## src/rtl/cfg_regbank_pkg.sv

```systemverilog
// Package: shared widths, register offsets, the register image type and
// its default value, plus the lane-count decode used by the lane logic.
package cfg_regbank_pkg;
    localparam int REG_W      = 8;
    localparam int ADDR_W     = 8;
    localparam int EQ_W       = 4;
    localparam int EQ_PORTS   = 4;
    localparam int EQV_W      = EQ_W * EQ_PORTS;
    localparam int DP_LANES   = 4;
    localparam int CNT_W      = 5;
    localparam int PWR_W      = 2;
    localparam int USB_W      = 7;
    localparam int LOS_W      = 3;
    localparam int STRAP_W    = 3 * EQ_W;

    localparam logic [PWR_W-1:0] PWR_DOWN = 2'd2;

    localparam logic [ADDR_W-1:0] OFS_CORE   = 8'h0A;
    localparam logic [ADDR_W-1:0] OFS_CHSWAP = 8'h0B;
    localparam logic [ADDR_W-1:0] OFS_GAIN   = 8'h0C;
    localparam logic [ADDR_W-1:0] OFS_UP_B   = 8'h10;
    localparam logic [ADDR_W-1:0] OFS_UP_A   = 8'h11;
    localparam logic [ADDR_W-1:0] OFS_LINK   = 8'h12;
    localparam logic [ADDR_W-1:0] OFS_LANES  = 8'h13;
    localparam logic [ADDR_W-1:0] OFS_SRST   = 8'h1B;
    localparam logic [ADDR_W-1:0] OFS_DN_B   = 8'h20;
    localparam logic [ADDR_W-1:0] OFS_DN_A   = 8'h21;
    localparam logic [ADDR_W-1:0] OFS_USB    = 8'h22;
    localparam logic [ADDR_W-1:0] OFS_LOS    = 8'h23;

    typedef struct packed {
        logic [1:0]        mode;
        logic              swap_all;
        logic              eq_ovr;
        logic              hpd_force;
        logic              flip;
        logic [DP_LANES-1:0] lane_swap;
        logic              gain_ovr;
        logic [EQ_W-1:0]   gain_sw;
        logic [1:0]        dir_mode;
        logic [REG_W-1:0]  up_b;
        logic [REG_W-1:0]  up_a;
        logic [REG_W-1:0]  dn_b;
        logic [REG_W-1:0]  dn_a;
        logic              snoop_off;
        logic [1:0]        aux_route;
        logic [DP_LANES-1:0] lane_dis;
        logic [USB_W-1:0]  usb_ctl;
        logic [LOS_W-1:0]  los_hyst;
        logic [LOS_W-1:0]  los_vth;
    } cfg_regs_t;

    localparam cfg_regs_t CFG_DEFAULTS = '{
        mode: 2'd1, swap_all: 1'b0, eq_ovr: 1'b0, hpd_force: 1'b0, flip: 1'b0,
        lane_swap: '0, gain_ovr: 1'b0, gain_sw: '0, dir_mode: 2'd0,
        up_b: '0, up_a: '0, dn_b: '0, dn_a: '0,
        snoop_off: 1'b0, aux_route: 2'd0, lane_dis: '0,
        usb_ctl: 7'h04, los_hyst: 3'd4, los_vth: 3'd3
    };

    // Lane mask for a snooped count: only 1, 2 and 4 lanes are legal.
    function automatic logic [DP_LANES-1:0] lanes_for_count(input logic [CNT_W-1:0] cnt);
        logic [DP_LANES-1:0] m;
        m = '0;
        if (cnt == 5'd1 || cnt == 5'd2 || cnt == 5'd4) begin
            for (int i = 0; i < DP_LANES; i++) begin
                m[i] = (i < int'(cnt));
            end
        end
        return m;
    endfunction
endpackage

```

## src/rtl/cfg_strap_latch.sv

```systemverilog
// Strap latch: captures the strap pin vector once, on the first clock edge
// after reset release, and holds it until the next hardware reset.
// Assumes the strap pins are static around reset release.
module cfg_strap_latch #(
    parameter int W = 4
) (
    input  logic         clk,
    input  logic         rst_n,
    input  logic [W-1:0] strap_in,
    output logic [W-1:0] strap_q,
    output logic         done
);
    // One-shot capture, guarded by the done flag.
    always_ff @(posedge clk) begin
        if (!rst_n) begin
            strap_q <= '0;
            done    <= 1'b0;
        end else if (!done) begin
            strap_q <= strap_in;
            done    <= 1'b1;
        end
    end
endmodule

```

## src/rtl/cfg_reg_store.sv

```systemverilog
// Register storage: software-writable fields, self-clearing reset pulses,
// snooped link status and the compliance status flop.
// Assumes at most one write per cycle; a pending full reset wins over writes.
module cfg_reg_store
    import cfg_regbank_pkg::*;
(
    input  logic              clk,
    input  logic              rst_n,
    input  logic              wr,
    input  logic [ADDR_W-1:0] addr,
    input  logic [REG_W-1:0]  wdata,
    input  logic              snoop_wr,
    input  logic [PWR_W-1:0]  snoop_power,
    input  logic [CNT_W-1:0]  snoop_lanes,
    input  logic              compliance_in,
    output cfg_regs_t         regs,
    output logic [PWR_W-1:0]  st_power,
    output logic [CNT_W-1:0]  st_lanes,
    output logic              cm_q,
    output logic              pulse_full,
    output logic              pulse_link
);
    logic srst_wr;
    logic mode_drop;

    assign srst_wr   = wr && (addr == OFS_SRST);
    assign mode_drop = wr && (addr == OFS_CORE) && regs.mode[1] && !wdata[1] && !pulse_full;

    // Software-owned fields and the two self-clearing command bits.
    always_ff @(posedge clk) begin
        if (!rst_n || pulse_full) begin
            regs       <= CFG_DEFAULTS;
            pulse_full <= 1'b0;
            pulse_link <= 1'b0;
        end else begin
            pulse_full <= srst_wr && wdata[7];
            pulse_link <= srst_wr && wdata[6];
            if (wr) begin
                case (addr)
                    OFS_CORE: begin
                        regs.swap_all  <= wdata[5];
                        regs.eq_ovr    <= wdata[4];
                        regs.hpd_force <= wdata[3];
                        regs.flip      <= wdata[2];
                        regs.mode      <= wdata[1:0];
                    end
                    OFS_CHSWAP: regs.lane_swap <= wdata[DP_LANES-1:0];
                    OFS_GAIN: begin
                        regs.gain_ovr <= wdata[6];
                        if (wdata[6]) regs.gain_sw <= wdata[5:2];
                        regs.dir_mode <= wdata[1:0];
                    end
                    OFS_UP_B: if (regs.eq_ovr) regs.up_b <= wdata;
                    OFS_UP_A: if (regs.eq_ovr) regs.up_a <= wdata;
                    OFS_DN_B: if (regs.eq_ovr) regs.dn_b <= wdata;
                    OFS_DN_A: if (regs.eq_ovr) regs.dn_a <= wdata;
                    OFS_LANES: begin
                        regs.snoop_off <= wdata[7];
                        regs.aux_route <= wdata[5:4];
                        regs.lane_dis  <= wdata[DP_LANES-1:0];
                    end
                    OFS_USB: regs.usb_ctl <= wdata[USB_W-1:0];
                    OFS_LOS: begin
                        regs.los_hyst <= wdata[5:3];
                        regs.los_vth  <= wdata[2:0];
                    end
                    default: ;
                endcase
            end
        end
    end

    // Snooped link status: hardware-loaded, cleared by either reset command or a mode drop.
    always_ff @(posedge clk) begin
        if (!rst_n || pulse_full || pulse_link || mode_drop) begin
            st_power <= '0;
            st_lanes <= '0;
        end else if (snoop_wr) begin
            st_power <= snoop_power;
            st_lanes <= snoop_lanes;
        end
    end

    // Compliance status follows its input one clock later.
    always_ff @(posedge clk) begin
        if (!rst_n) cm_q <= 1'b0;
        else        cm_q <= compliance_in;
    end
endmodule

```

## src/rtl/cfg_decode.sv

```systemverilog
// Effective-setting decode: chooses strap or software values for the
// equalization and gain fields and derives the DisplayPort lane enables.
// Pure combinational; assumes the strap vector is already latched.
module cfg_decode
    import cfg_regbank_pkg::*;
(
    input  logic                eq_ovr,
    input  logic [EQV_W-1:0]    up_sw,
    input  logic [EQV_W-1:0]    dn_sw,
    input  logic [EQ_W-1:0]     strap_up,
    input  logic [EQ_W-1:0]     strap_dn,
    input  logic                gain_ovr,
    input  logic [EQ_W-1:0]     gain_sw,
    input  logic [EQ_W-1:0]     strap_gain,
    input  logic                snoop_off,
    input  logic [DP_LANES-1:0] lane_dis,
    input  logic [PWR_W-1:0]    st_power,
    input  logic [CNT_W-1:0]    st_lanes,
    output logic [EQV_W-1:0]    eq_up_eff,
    output logic [EQV_W-1:0]    eq_dn_eff,
    output logic [EQ_W-1:0]     gain_eff,
    output logic [DP_LANES-1:0] lane_en
);
    logic [DP_LANES-1:0] snoop_mask;

    // Replicate the strap code into every port nibble unless software owns the field.
    for (genvar p = 0; p < EQ_PORTS; p++) begin : g_eq
        assign eq_up_eff[p*EQ_W +: EQ_W] = eq_ovr ? up_sw[p*EQ_W +: EQ_W] : strap_up;
        assign eq_dn_eff[p*EQ_W +: EQ_W] = eq_ovr ? dn_sw[p*EQ_W +: EQ_W] : strap_dn;
    end

    assign gain_eff = gain_ovr ? gain_sw : strap_gain;

    // Lane enables from snooped status or from the software disable bits.
    always_comb begin
        snoop_mask = (st_power == PWR_DOWN) ? '0 : lanes_for_count(st_lanes);
        lane_en    = snoop_off ? ~lane_dis : snoop_mask;
    end
endmodule

```

## src/rtl/cfg_read_mux.sv

```systemverilog
// Read multiplexer: assembles the byte for the addressed offset, forcing
// reserved bits and undecoded offsets to zero. Combinational.
module cfg_read_mux
    import cfg_regbank_pkg::*;
(
    input  logic [ADDR_W-1:0]   addr,
    input  logic [1:0]          mode,
    input  logic                swap_all,
    input  logic                eq_ovr,
    input  logic                hpd_force,
    input  logic                flip,
    input  logic [DP_LANES-1:0] lane_swap,
    input  logic                gain_ovr,
    input  logic [EQ_W-1:0]     gain_eff,
    input  logic [1:0]          dir_mode,
    input  logic [EQV_W-1:0]    eq_up_eff,
    input  logic [EQV_W-1:0]    eq_dn_eff,
    input  logic [PWR_W-1:0]    st_power,
    input  logic [CNT_W-1:0]    st_lanes,
    input  logic                snoop_off,
    input  logic [1:0]          aux_route,
    input  logic [DP_LANES-1:0] lane_dis,
    input  logic                pulse_full,
    input  logic                pulse_link,
    input  logic                cm_q,
    input  logic [USB_W-1:0]    usb_ctl,
    input  logic [LOS_W-1:0]    los_hyst,
    input  logic [LOS_W-1:0]    los_vth,
    output logic [REG_W-1:0]    rdata
);
    // Offset decode with reserved-bit masking.
    always_comb begin
        case (addr)
            OFS_CORE:   rdata = {2'b00, swap_all, eq_ovr, hpd_force, flip, mode};
            OFS_CHSWAP: rdata = {4'b0000, lane_swap};
            OFS_GAIN:   rdata = {1'b0, gain_ovr, gain_eff, dir_mode};
            OFS_UP_B:   rdata = eq_up_eff[EQV_W-1 -: REG_W];
            OFS_UP_A:   rdata = eq_up_eff[REG_W-1:0];
            OFS_LINK:   rdata = {1'b0, st_power, st_lanes};
            OFS_LANES:  rdata = {snoop_off, 1'b0, aux_route, lane_dis};
            OFS_SRST:   rdata = {pulse_full, pulse_link, 6'b000000};
            OFS_DN_B:   rdata = eq_dn_eff[EQV_W-1 -: REG_W];
            OFS_DN_A:   rdata = eq_dn_eff[REG_W-1:0];
            OFS_USB:    rdata = {cm_q, usb_ctl};
            OFS_LOS:    rdata = {2'b00, los_hyst, los_vth};
            default:    rdata = '0;
        endcase
    end
endmodule

```

## src/rtl/cfg_regbank.sv

```systemverilog
// Top: configuration register bank. Wires the strap latch, storage, decode
// and read mux, and drives the effective settings out as ports.
// Synchronous active-low reset; reads are combinational from reg_addr.
module cfg_regbank
    import cfg_regbank_pkg::*;
(
    input  logic                clk,
    input  logic                rst_n,
    input  logic [ADDR_W-1:0]   reg_addr,
    input  logic [REG_W-1:0]    reg_wdata,
    input  logic                reg_wr,
    output logic [REG_W-1:0]    reg_rdata,
    input  logic [EQ_W-1:0]     strap_eq_up,
    input  logic [EQ_W-1:0]     strap_eq_dn,
    input  logic [1:0]          strap_gain_hi,
    input  logic [1:0]          strap_gain_lo,
    input  logic                snoop_wr,
    input  logic [PWR_W-1:0]    snoop_power,
    input  logic [CNT_W-1:0]    snoop_lanes,
    input  logic                compliance_in,
    output logic [1:0]          mode_o,
    output logic                flip_o,
    output logic                swap_all_o,
    output logic                hpd_force_o,
    output logic [DP_LANES-1:0] lane_swap_o,
    output logic [1:0]          dir_mode_o,
    output logic [EQ_W-1:0]     gain_sel_o,
    output logic [EQV_W-1:0]    eq_ufp_o,
    output logic [EQV_W-1:0]    eq_dfp_o,
    output logic [DP_LANES-1:0] dp_lane_en_o,
    output logic [1:0]          aux_route_o,
    output logic [USB_W-1:0]    usb_ctl_o,
    output logic [LOS_W-1:0]    los_hyst_o,
    output logic [LOS_W-1:0]    los_vth_o
);
    cfg_regs_t          regs;
    logic [STRAP_W-1:0] strap_q;
    logic               strap_done;
    logic [PWR_W-1:0]   st_power;
    logic [CNT_W-1:0]   st_lanes;
    logic               cm_q;
    logic               pulse_full;
    logic               pulse_link;
    logic               eq_ovr;
    logic [EQV_W-1:0]   eq_up_eff;
    logic [EQV_W-1:0]   eq_dn_eff;
    logic [EQ_W-1:0]    gain_eff;

    assign eq_ovr = regs.eq_ovr;

    cfg_strap_latch #(.W(STRAP_W)) u_strap (
        .clk      (clk),
        .rst_n    (rst_n),
        .strap_in ({strap_gain_hi, strap_gain_lo, strap_eq_dn, strap_eq_up}),
        .strap_q  (strap_q),
        .done     (strap_done)
    );

    cfg_reg_store u_store (
        .clk           (clk),
        .rst_n         (rst_n),
        .wr            (reg_wr),
        .addr          (reg_addr),
        .wdata         (reg_wdata),
        .snoop_wr      (snoop_wr),
        .snoop_power   (snoop_power),
        .snoop_lanes   (snoop_lanes),
        .compliance_in (compliance_in),
        .regs          (regs),
        .st_power      (st_power),
        .st_lanes      (st_lanes),
        .cm_q          (cm_q),
        .pulse_full    (pulse_full),
        .pulse_link    (pulse_link)
    );

    cfg_decode u_decode (
        .eq_ovr     (regs.eq_ovr),
        .up_sw      ({regs.up_b, regs.up_a}),
        .dn_sw      ({regs.dn_b, regs.dn_a}),
        .strap_up   (strap_q[EQ_W-1:0]),
        .strap_dn   (strap_q[2*EQ_W-1:EQ_W]),
        .gain_ovr   (regs.gain_ovr),
        .gain_sw    (regs.gain_sw),
        .strap_gain (strap_q[STRAP_W-1:2*EQ_W]),
        .snoop_off  (regs.snoop_off),
        .lane_dis   (regs.lane_dis),
        .st_power   (st_power),
        .st_lanes   (st_lanes),
        .eq_up_eff  (eq_up_eff),
        .eq_dn_eff  (eq_dn_eff),
        .gain_eff   (gain_eff),
        .lane_en    (dp_lane_en_o)
    );

    cfg_read_mux u_rmux (
        .addr       (reg_addr),
        .mode       (regs.mode),
        .swap_all   (regs.swap_all),
        .eq_ovr     (regs.eq_ovr),
        .hpd_force  (regs.hpd_force),
        .flip       (regs.flip),
        .lane_swap  (regs.lane_swap),
        .gain_ovr   (regs.gain_ovr),
        .gain_eff   (gain_eff),
        .dir_mode   (regs.dir_mode),
        .eq_up_eff  (eq_up_eff),
        .eq_dn_eff  (eq_dn_eff),
        .st_power   (st_power),
        .st_lanes   (st_lanes),
        .snoop_off  (regs.snoop_off),
        .aux_route  (regs.aux_route),
        .lane_dis   (regs.lane_dis),
        .pulse_full (pulse_full),
        .pulse_link (pulse_link),
        .cm_q       (cm_q),
        .usb_ctl    (regs.usb_ctl),
        .los_hyst   (regs.los_hyst),
        .los_vth    (regs.los_vth),
        .rdata      (reg_rdata)
    );

    assign mode_o      = regs.mode;
    assign flip_o      = regs.flip;
    assign swap_all_o  = regs.swap_all;
    assign hpd_force_o = regs.hpd_force;
    assign lane_swap_o = regs.lane_swap;
    assign dir_mode_o  = regs.dir_mode;
    assign gain_sel_o  = gain_eff;
    assign eq_ufp_o    = eq_up_eff;
    assign eq_dfp_o    = eq_dn_eff;
    assign aux_route_o = regs.aux_route;
    assign usb_ctl_o   = regs.usb_ctl;
    assign los_hyst_o  = regs.los_hyst;
    assign los_vth_o   = regs.los_vth;
endmodule

```

## config.mk

```make
export PLATFORM = sky130hd
export DESIGN_NAME = cfg_regbank
export DESIGN_NICKNAME = d
export VERILOG_FILES = /design/src/rtl/cfg_regbank_pkg.sv /design/src/rtl/cfg_strap_latch.sv /design/src/rtl/cfg_reg_store.sv /design/src/rtl/cfg_decode.sv /design/src/rtl/cfg_read_mux.sv /design/src/rtl/cfg_regbank.sv
export SDC_FILE = /design/constraint.sdc
export NUM_CORES = 1
export LEC_CHECK = 0
export ABC_AREA = 1
export BUFFER_PORTS_ARGS = -buffer_cell sky130_fd_sc_hd__buf_2
export CORE_UTILIZATION = 50
export DETAILED_ROUTE_END_ITERATION = 7
export PLACE_DENSITY = 0.82
export SLEW_MARGIN = 40
export SYNTH_ARGS = -nofsm -noshare
export SYNTH_HDL_FRONTEND = slang
export SYNTH_HIERARCHICAL = 1
export SYNTH_SLANG_ARGS = --single-unit
```

## constraint.sdc

```tcl
create_clock -name clk -period 2.6 [get_ports clk]
set_clock_uncertainty 0.05 [all_clocks]
set_input_delay 0.52 -clock clk [delete_from_list [all_inputs] [get_ports clk]]
set_output_delay 0.52 -clock clk [all_outputs]
set_load 0.05 [all_outputs]
```

==> results of run 1 <==
## report_power, final
part           leakage (nW)  internal, W  switching (W)  total (W)
Sequential            0.746      0.00143      0.0000239    0.00145
Clock                0.0917     0.000425       0.000505   0.000931
Combinational          2.26     0.000126       0.000394   0.000520
## cells in the mapped netlist
| library cell | number |
|---|---|
| nand2b_4 | 1 |
| nand2_1 | 256 |
| mux2_1 | 4 |
| nand4_1 | 6 |
| nand3_4 | 1 |
| nor2_2 | 8 |
| a21oi_4 | 1 |
| buf_4 | 8 |
| nor2_4 | 10 |
| clkbuf_1 | 6 |
| a21oi_1 | 5 |
| nor2_8 | 2 |
| o21ai_1 | 8 |
| buf_6 | 10 |
| or2_1 | 1 |
| nand3b_1 | 1 |
| mux2i_1 | 7 |
| buf_1 | 1 |
| nand3_1 | 95 |
| inv_2 | 12 |
| o21ai_0 | 8 |
| nor2_1 | 191 |
| nand3_2 | 4 |
| nor3_1 | 9 |
| dfxtp_1 | 92 |
| buf_2 | 5 |
| inv_1 | 61 |
| o21bai_1 | 6 |
| nand2_2 | 4 |
| nand2_4 | 1 |
## critical path: stages
cell     delay, ns
buf_2         0.15
nor2_1        0.15
nand2_1       0.09
inv_1         0.32
nand3_1       0.17
nand2_1       0.10
nor2_1        0.04
nand3_1       0.10
buf_2         0.28
## stage by stage
step | worst slack (ns) | hold WS, ns | utilization [%] | total power (W) | instance area (µm²)
global placement | 0.173 | 0.411 | 59.0 | 0.00200 | 5840
finish | 0.0995 | 0.310 | 60.9 | 0.00290 | 6030
detailed placement | 0.159 | 0.422 | 59.0 | 0.00200 | 5840
floorplan | 0.327 | 0.404 | - | 0.00184 | 5180
global route | 0.00641 | 0.321 | 60.9 | 0.00300 | 6030
CTS | 0.139 | 0.300 | 60.9 | 0.00290 | 6030
## cells by family (layout without fill, tap and decap cells)
group | after synthesis | after routing | synth area share, %
AO/OA/AOI/OAI | 28 | 28 | 3.21
multiplexers | 11 | 11 | 2.22
AND/OR/NAND/NOR | 590 | 590 | 49.4
flip-flops | 92 | 92 | 35.5
buffers and inverters | 103 | 217 | 9.61
## cell type report
| class | count | area [µm²] |
|---|---|---|
| sequential | 92 | 1840 |
| inverter | 73 | 274 |
| timing repair buffer | 128 | 716 |
| fill | 975 | 3880 |
| clock inverter | 3 | 20.0 |
| clock buffer | 13 | 169 |
| tap | 133 | 166 |
| multi-input combinational | 629 | 2850 |
## per-layer routing
metal  up-vias  global-route usage (%)  wire [µm]
met5         -                       0          0
met4         0                    15.1        823
met3        70                    5.92       1580
met2       310                    45.4       6990
met1      2465                    38.7       6480
li1       2776                       -          -
## sequential cells by signal, summed over array words and instances (netlist names)
| signal | count |
|---|---|
| u_store/pulse_link | 1 |
| u_store/pulse_full | 1 |
| u_store/st_power | 2 |
| u_store/cm_q | 1 |
| u_strap/strap_q | 12 |
| u_store/st_lanes | 5 |
| u_strap/done | 1 |
| u_store/regs | 69 |
## path summary, 6_finish.rpt
path	start	endpoint	slack [ns]
max reg2reg	u_store/regs[65]	u_store/regs[22]	0.93
min reg2reg	u_store/regs[27]	u_store/regs[27]	0.44
max	reg_addr[0]	reg_rdata[0]	0.1
min	compliance_in	u_store/cm_q	0.31
==> key figures, run 1 <==
Yosys
  • Register area share after synthesis: roughly 36%
  • Yosys warning total: 6
  • Synth top area share: between 30% and 40%
  • Post-Syn Nets: roughly 860
  • Syn Inst Count: between 800 and 900
  • Mapped cell area: 0.00518 mm²
  • Largest area contributor in the netlist: dfxtp_1
  • Count of cell types in the netlist: 30
  • Avg Inst Size Synth: approximately 6.3 µm²
  • Synthesis-stage register bit count: between 90 and 100
  • Top area cells in the synthesized netlist: dfxtp_1 (36%), nand2_1 (19%), nor2_1 (14%), nand3_1 (9.2%), inv_1 (4.4%)

Floorplanning
  • Ports: roughly 110
  • Core area: between 0.009 and 0.01 mm²
  • Die ar.: 0.0108 mm²
  • Row count: 36
  • Die Ht: just over 100 µm
  • Initial core utilization: between 50% and 60%
  • DIE WIDTH: just over 100 µm

Routing
  • WL final: about 16000 µm
  • Detail-routed via count per cell: between 5 and 6
  • Routed length per instance: 14.8 µm
  • Number of detailed-route iterations in the first pass: 6
  • Via count: roughly 5600
  • 1st-iter DRT viols: about 730
  • DRC viols: 0
  • Post-route ant nets: 0

Placed design
  • Dpl cells: 1055
  • Port Buf Inserts: roughly 110
  • DP HPWL: 12100 µm
  • GPL Wtd Cong: 1.01

GRT
  • Initial antenna violation count: 0
  • Tot GR Track Use: around 30%
  • First-pass GRT wire length: about 25000 µm
  • GRT overflow: 0
  • Largest net degree at the start of global routing: 42
  • Number of global-route vias before repair: 4831

STA
  • Fin. Hold Viols: 0
  • Post-layout min period: between 2 and 3 ns
  • Fin crit share: a little over nine tenths
  • Final setup viols: 0
  • Slew HR: 51.3%
  • Sum Neg Setup Slack: 0 ns
  • Slew Limit Fails: 0
  • RSZ-0062 raised after global routing: no
  • FMAX: roughly 400 MHz
  • Worst slew pin tran: 0.729 ns

Hold path
  • Hold Crit Class: input port to flip-flop
  • Hold path depth: 3

Job
  • Max cap viols: 0

Clocking
  • Worst-skew pair later-pin latency: between 0.3 and 0.4 ns
  • H-tree levels: 3
  • TritonCTS clock tree: built
  • Setup repair bufs after CTS: 0
  • Clk buf depth: 2
  • Clk slew on worst S/H paths: approximately 0.080 ns
  • Post_cts resized: 0
  • Clk root buf: clkbuf_8
  • CTS sink cnt: 92
  • CTS Buf Count: 9
  • CTS Hold Bufs: 0

Outcome
  • Outcome: finished clean

Worst setup path
  • Crit path capture type: primary output
  • Crit path kind: input port to primary output
  • R2R depth: 8
  • WP data required: a little over 2 ns
  • Arr. time, crit path: 1.93 ns
  • Startpoint types: input port
  • CP max FO: 11

Cells and area
  • Area Growth Syn to Fin: 16.4%
  • Finished Layout Cells: between 1000 and 1500
  • Commonest non-fill, non-tap cell in the layout: nand2_1
  • Most frequent cells in the layout: nand2_1 (256), nor2_1 (191), buf_2 (113), nand3_1 (95), dfxtp_1 (92)
  • Antenna cell count: 0
  • Share of layout cells above drive strength 1: between 10% and 20%
  • Final net count: around 970

Power
  • PwrDens: 481 mW/mm²
  • Leakage: 3.10 nW
  • Worst IR Drop VDD: 0.261 mV
(Power assumes the default switching activity.)
==> run 2: changes to the inputs <==
--- a/config.mk
+++ b/config.mk
@@ -10,6 +10,7 @@
 export CORE_UTILIZATION = 50
 export DETAILED_ROUTE_END_ITERATION = 7
 export PLACE_DENSITY = 0.82
+export REMOVE_ABC_BUFFERS = 1
 export SLEW_MARGIN = 40
 export SYNTH_ARGS = -nofsm -noshare
 export SYNTH_HDL_FRONTEND = slang
==> run 2 against run 1 <==
Compared with the run above:
- count of clock-buffer cells in the layout decreased by 4
- sequential cell count did not move
- hold slack lost 0.035 ns
- sequential share of layout area down 0.19 points
==> key figures, run 2 (synthesized netlist as in run 1, its figures left out) <==
STA
  • Hold WS: 0.275 ns
  • Final setup viols: 0
  • FMAX: between 300 and 400 MHz
  • Worst setup margin: around 0.065 ns
  • Fin. Hold Viols: 0
  • Slew HR: between 40% and 50%
  • Fin crit share: about 97%
  • RSZ-0062 raised after global routing: no
  • Post-layout min period: about 2.5 ns
  • Slew Limit Fails: 0
  • Worst slew pin tran: roughly 0.77 ns

Floorplanning
  • Die Ht: about 100 µm
  • Row count: 36
  • Core area: 0.00991 mm²
  • Initial core utilization: 52.3%
  • Ports: around 110
  • DIE WIDTH: a little over 100 µm
  • Die ar.: between 0.01 and 0.015 mm²

GRT
  • First-pass GRT wire length: 25600 µm
  • Tot GR Track Use: 30.0%
  • Largest net degree at the start of global routing: 63
  • Number of global-route vias before repair: between 5000 and 6000
  • Initial antenna violation count: 0
  • GRT overflow: 0

Worst setup path
  • WP data required: roughly 2 ns
  • Top delay family on crit path: simple AND/OR/NAND/NOR gates
  • R2R depth: 8
  • Slowest CP cell: clkinvlp_4
  • Crit path capture type: primary output
  • CP max FO: 10
  • Crit path kind: input port to primary output
  • Crit-path cells: buf_2, nor2_1, nand2_1, clkinvlp_4, nand3_1, nand2_1, nor2_1, nand3_1, buf_2
  • Arr. time, crit path: 1.96 ns
  • Cell depth of the worst setup path: 9
  • Max stage delay on crit path: 0.24 ns
  • Startpoint types: input port
  • Worst path bufs/invs: 3

Cells and area
  • Commonest non-fill, non-tap cell in the layout: nand2_1
  • Max FFs per register: ~70
  • Most frequent cells in the layout: nand2_1 (256), nor2_1 (191), buf_2 (113), nand3_1 (95), dfxtp_1 (92)
  • Share of layout cells above drive strength 1: 20.1%
  • Area Growth Syn to Fin: 17.2%
  • Largest regs: u_store/regs x69, u_strap/strap_q x12, u_store/st_lanes x5
  • Biggest register: u_store/regs
  • Antenna cell count: 0
  • Final net count: a little under 1000

Routing
  • Detail-routed via count per cell: ~5.3
  • Number of detailed-route iterations in the first pass: 8
  • Routed length per instance: 14.9 µm
  • Via count: between 5000 and 6000
  • Post-route ant nets: 0
  • 1st-iter DRT viols: 541
  • WL final: about 16000 µm
  • DRC viols: 0

Clocking
  • CTS sink cnt: just over 90
  • Clk buf depth: 2
  • CTS Buf Count: 9
  • Clk slew on worst S/H paths: approximately 0.10 ns
  • CTS Hold Bufs: 0
  • TritonCTS clock tree: built
  • Worst-skew pair later-pin latency: between 0.3 and 0.4 ns
  • Clk root buf: clkbuf_8
  • H-tree levels: 3

Outcome
  • Outcome: finished clean

Placed design
  • Port Buf Inserts: 113
  • GPL Wtd Cong: 0.963
  • DP HPWL: ~12000 µm
  • Place WS: between 0.1 and 0.15 ns

Hold path
  • Hold path depth: 3
  • Hold Crit Class: input port to flip-flop

Job
  • Max cap viols: 0

Power
  • Worst IR Drop VDD: 0.321 mV
  • Leakage: just over 3 nW
  • PwrDens: between 400 and 500 mW/mm²
[run 2: cell types whose count changed in the layout (fill, tap and decap cells not counted)]
cell / before / now
buf_12: 3 / 4
buf_4: 12 / 10
bufinv_16: 0 / 1
clkbuf_1: 1 / 0
clkbuf_8: 12 / 9
clkinv_2: 1 / 0
clkinv_8: 0 / 1
inv_1: 61 / 60
inv_6: 0 / 2
inv_8: 0 / 2
[run 2: final timing paths]
kind	startpoint	endpoint	slack, ns
worst max-delay path	reg_addr[0]	reg_rdata[3]	0.07
worst min-delay path	compliance_in	u_store/cm_q	0.28
worst max register to register	u_store/regs[65]	u_store/regs[37]	0.91
worst min register to register	u_store/regs[43]	u_store/regs[43]	0.44
[run 2: cell type report]
cell class                      instances  area, µm²
Multi-Input combinational cell        629       2850
Timing Repair Buffer                  127        721
Clock inverter                          7       93.8
Inverter                               73        278
Fill cell                             944       3840
Clock buffer                            9        124
Sequential cell                        92       1840
Tap cell                              133        166
[run 2: what timing repair did]
item,in CTS,in global routing
setup buffers,0,3
gates resized for setup,0,1
setup endpoints to repair,0,5
[run 2: power by group]
part	switching, W	leakage (nW)	internal, W
Sequential	0.0000221	0.746	0.00143
Clock	0.000581	0.107	0.000473
Combinational	0.000393	2.25	0.000127
[run 2: tightest hold or removal path, cell delays in order]
cell and delay (ns):
buf_2 0.07, nand2_1 0.04, inv_1 0.04
[run 2: stage by stage]
stage / std cells / util (%) / area, µm² / setup TNS [ns] / total power, W
after global routing: 1070 / 61.3 / 6070 / 0 / 0.00314
after floorplan: 794 / - / 4960 / -1.12 / 0.00182
final: 1070 / 61.3 / 6070 / 0 / 0.00303
after detailed placement: 1051 / 58.8 / 5830 / 0 / 0.00199
after CTS: 1067 / 61.0 / 6040 / 0 / 0.00302
after global placement: 1051 / 58.8 / 5830 / 0 / 0.00199
[run 2: routing by layer]
| layer | global-route usage, % | part of all wire [%] | vias up |
|---|---|---|---|
| li1 | - | - | 2776 |
| met1 | 40.0 | 41 | 2541 |
| met2 | 47.0 | 45 | 295 |
| met3 | 4.97 | 11 | 51 |
| met4 | 14.9 | 3.7 | 0 |
| met5 | 0 | 0 | - |
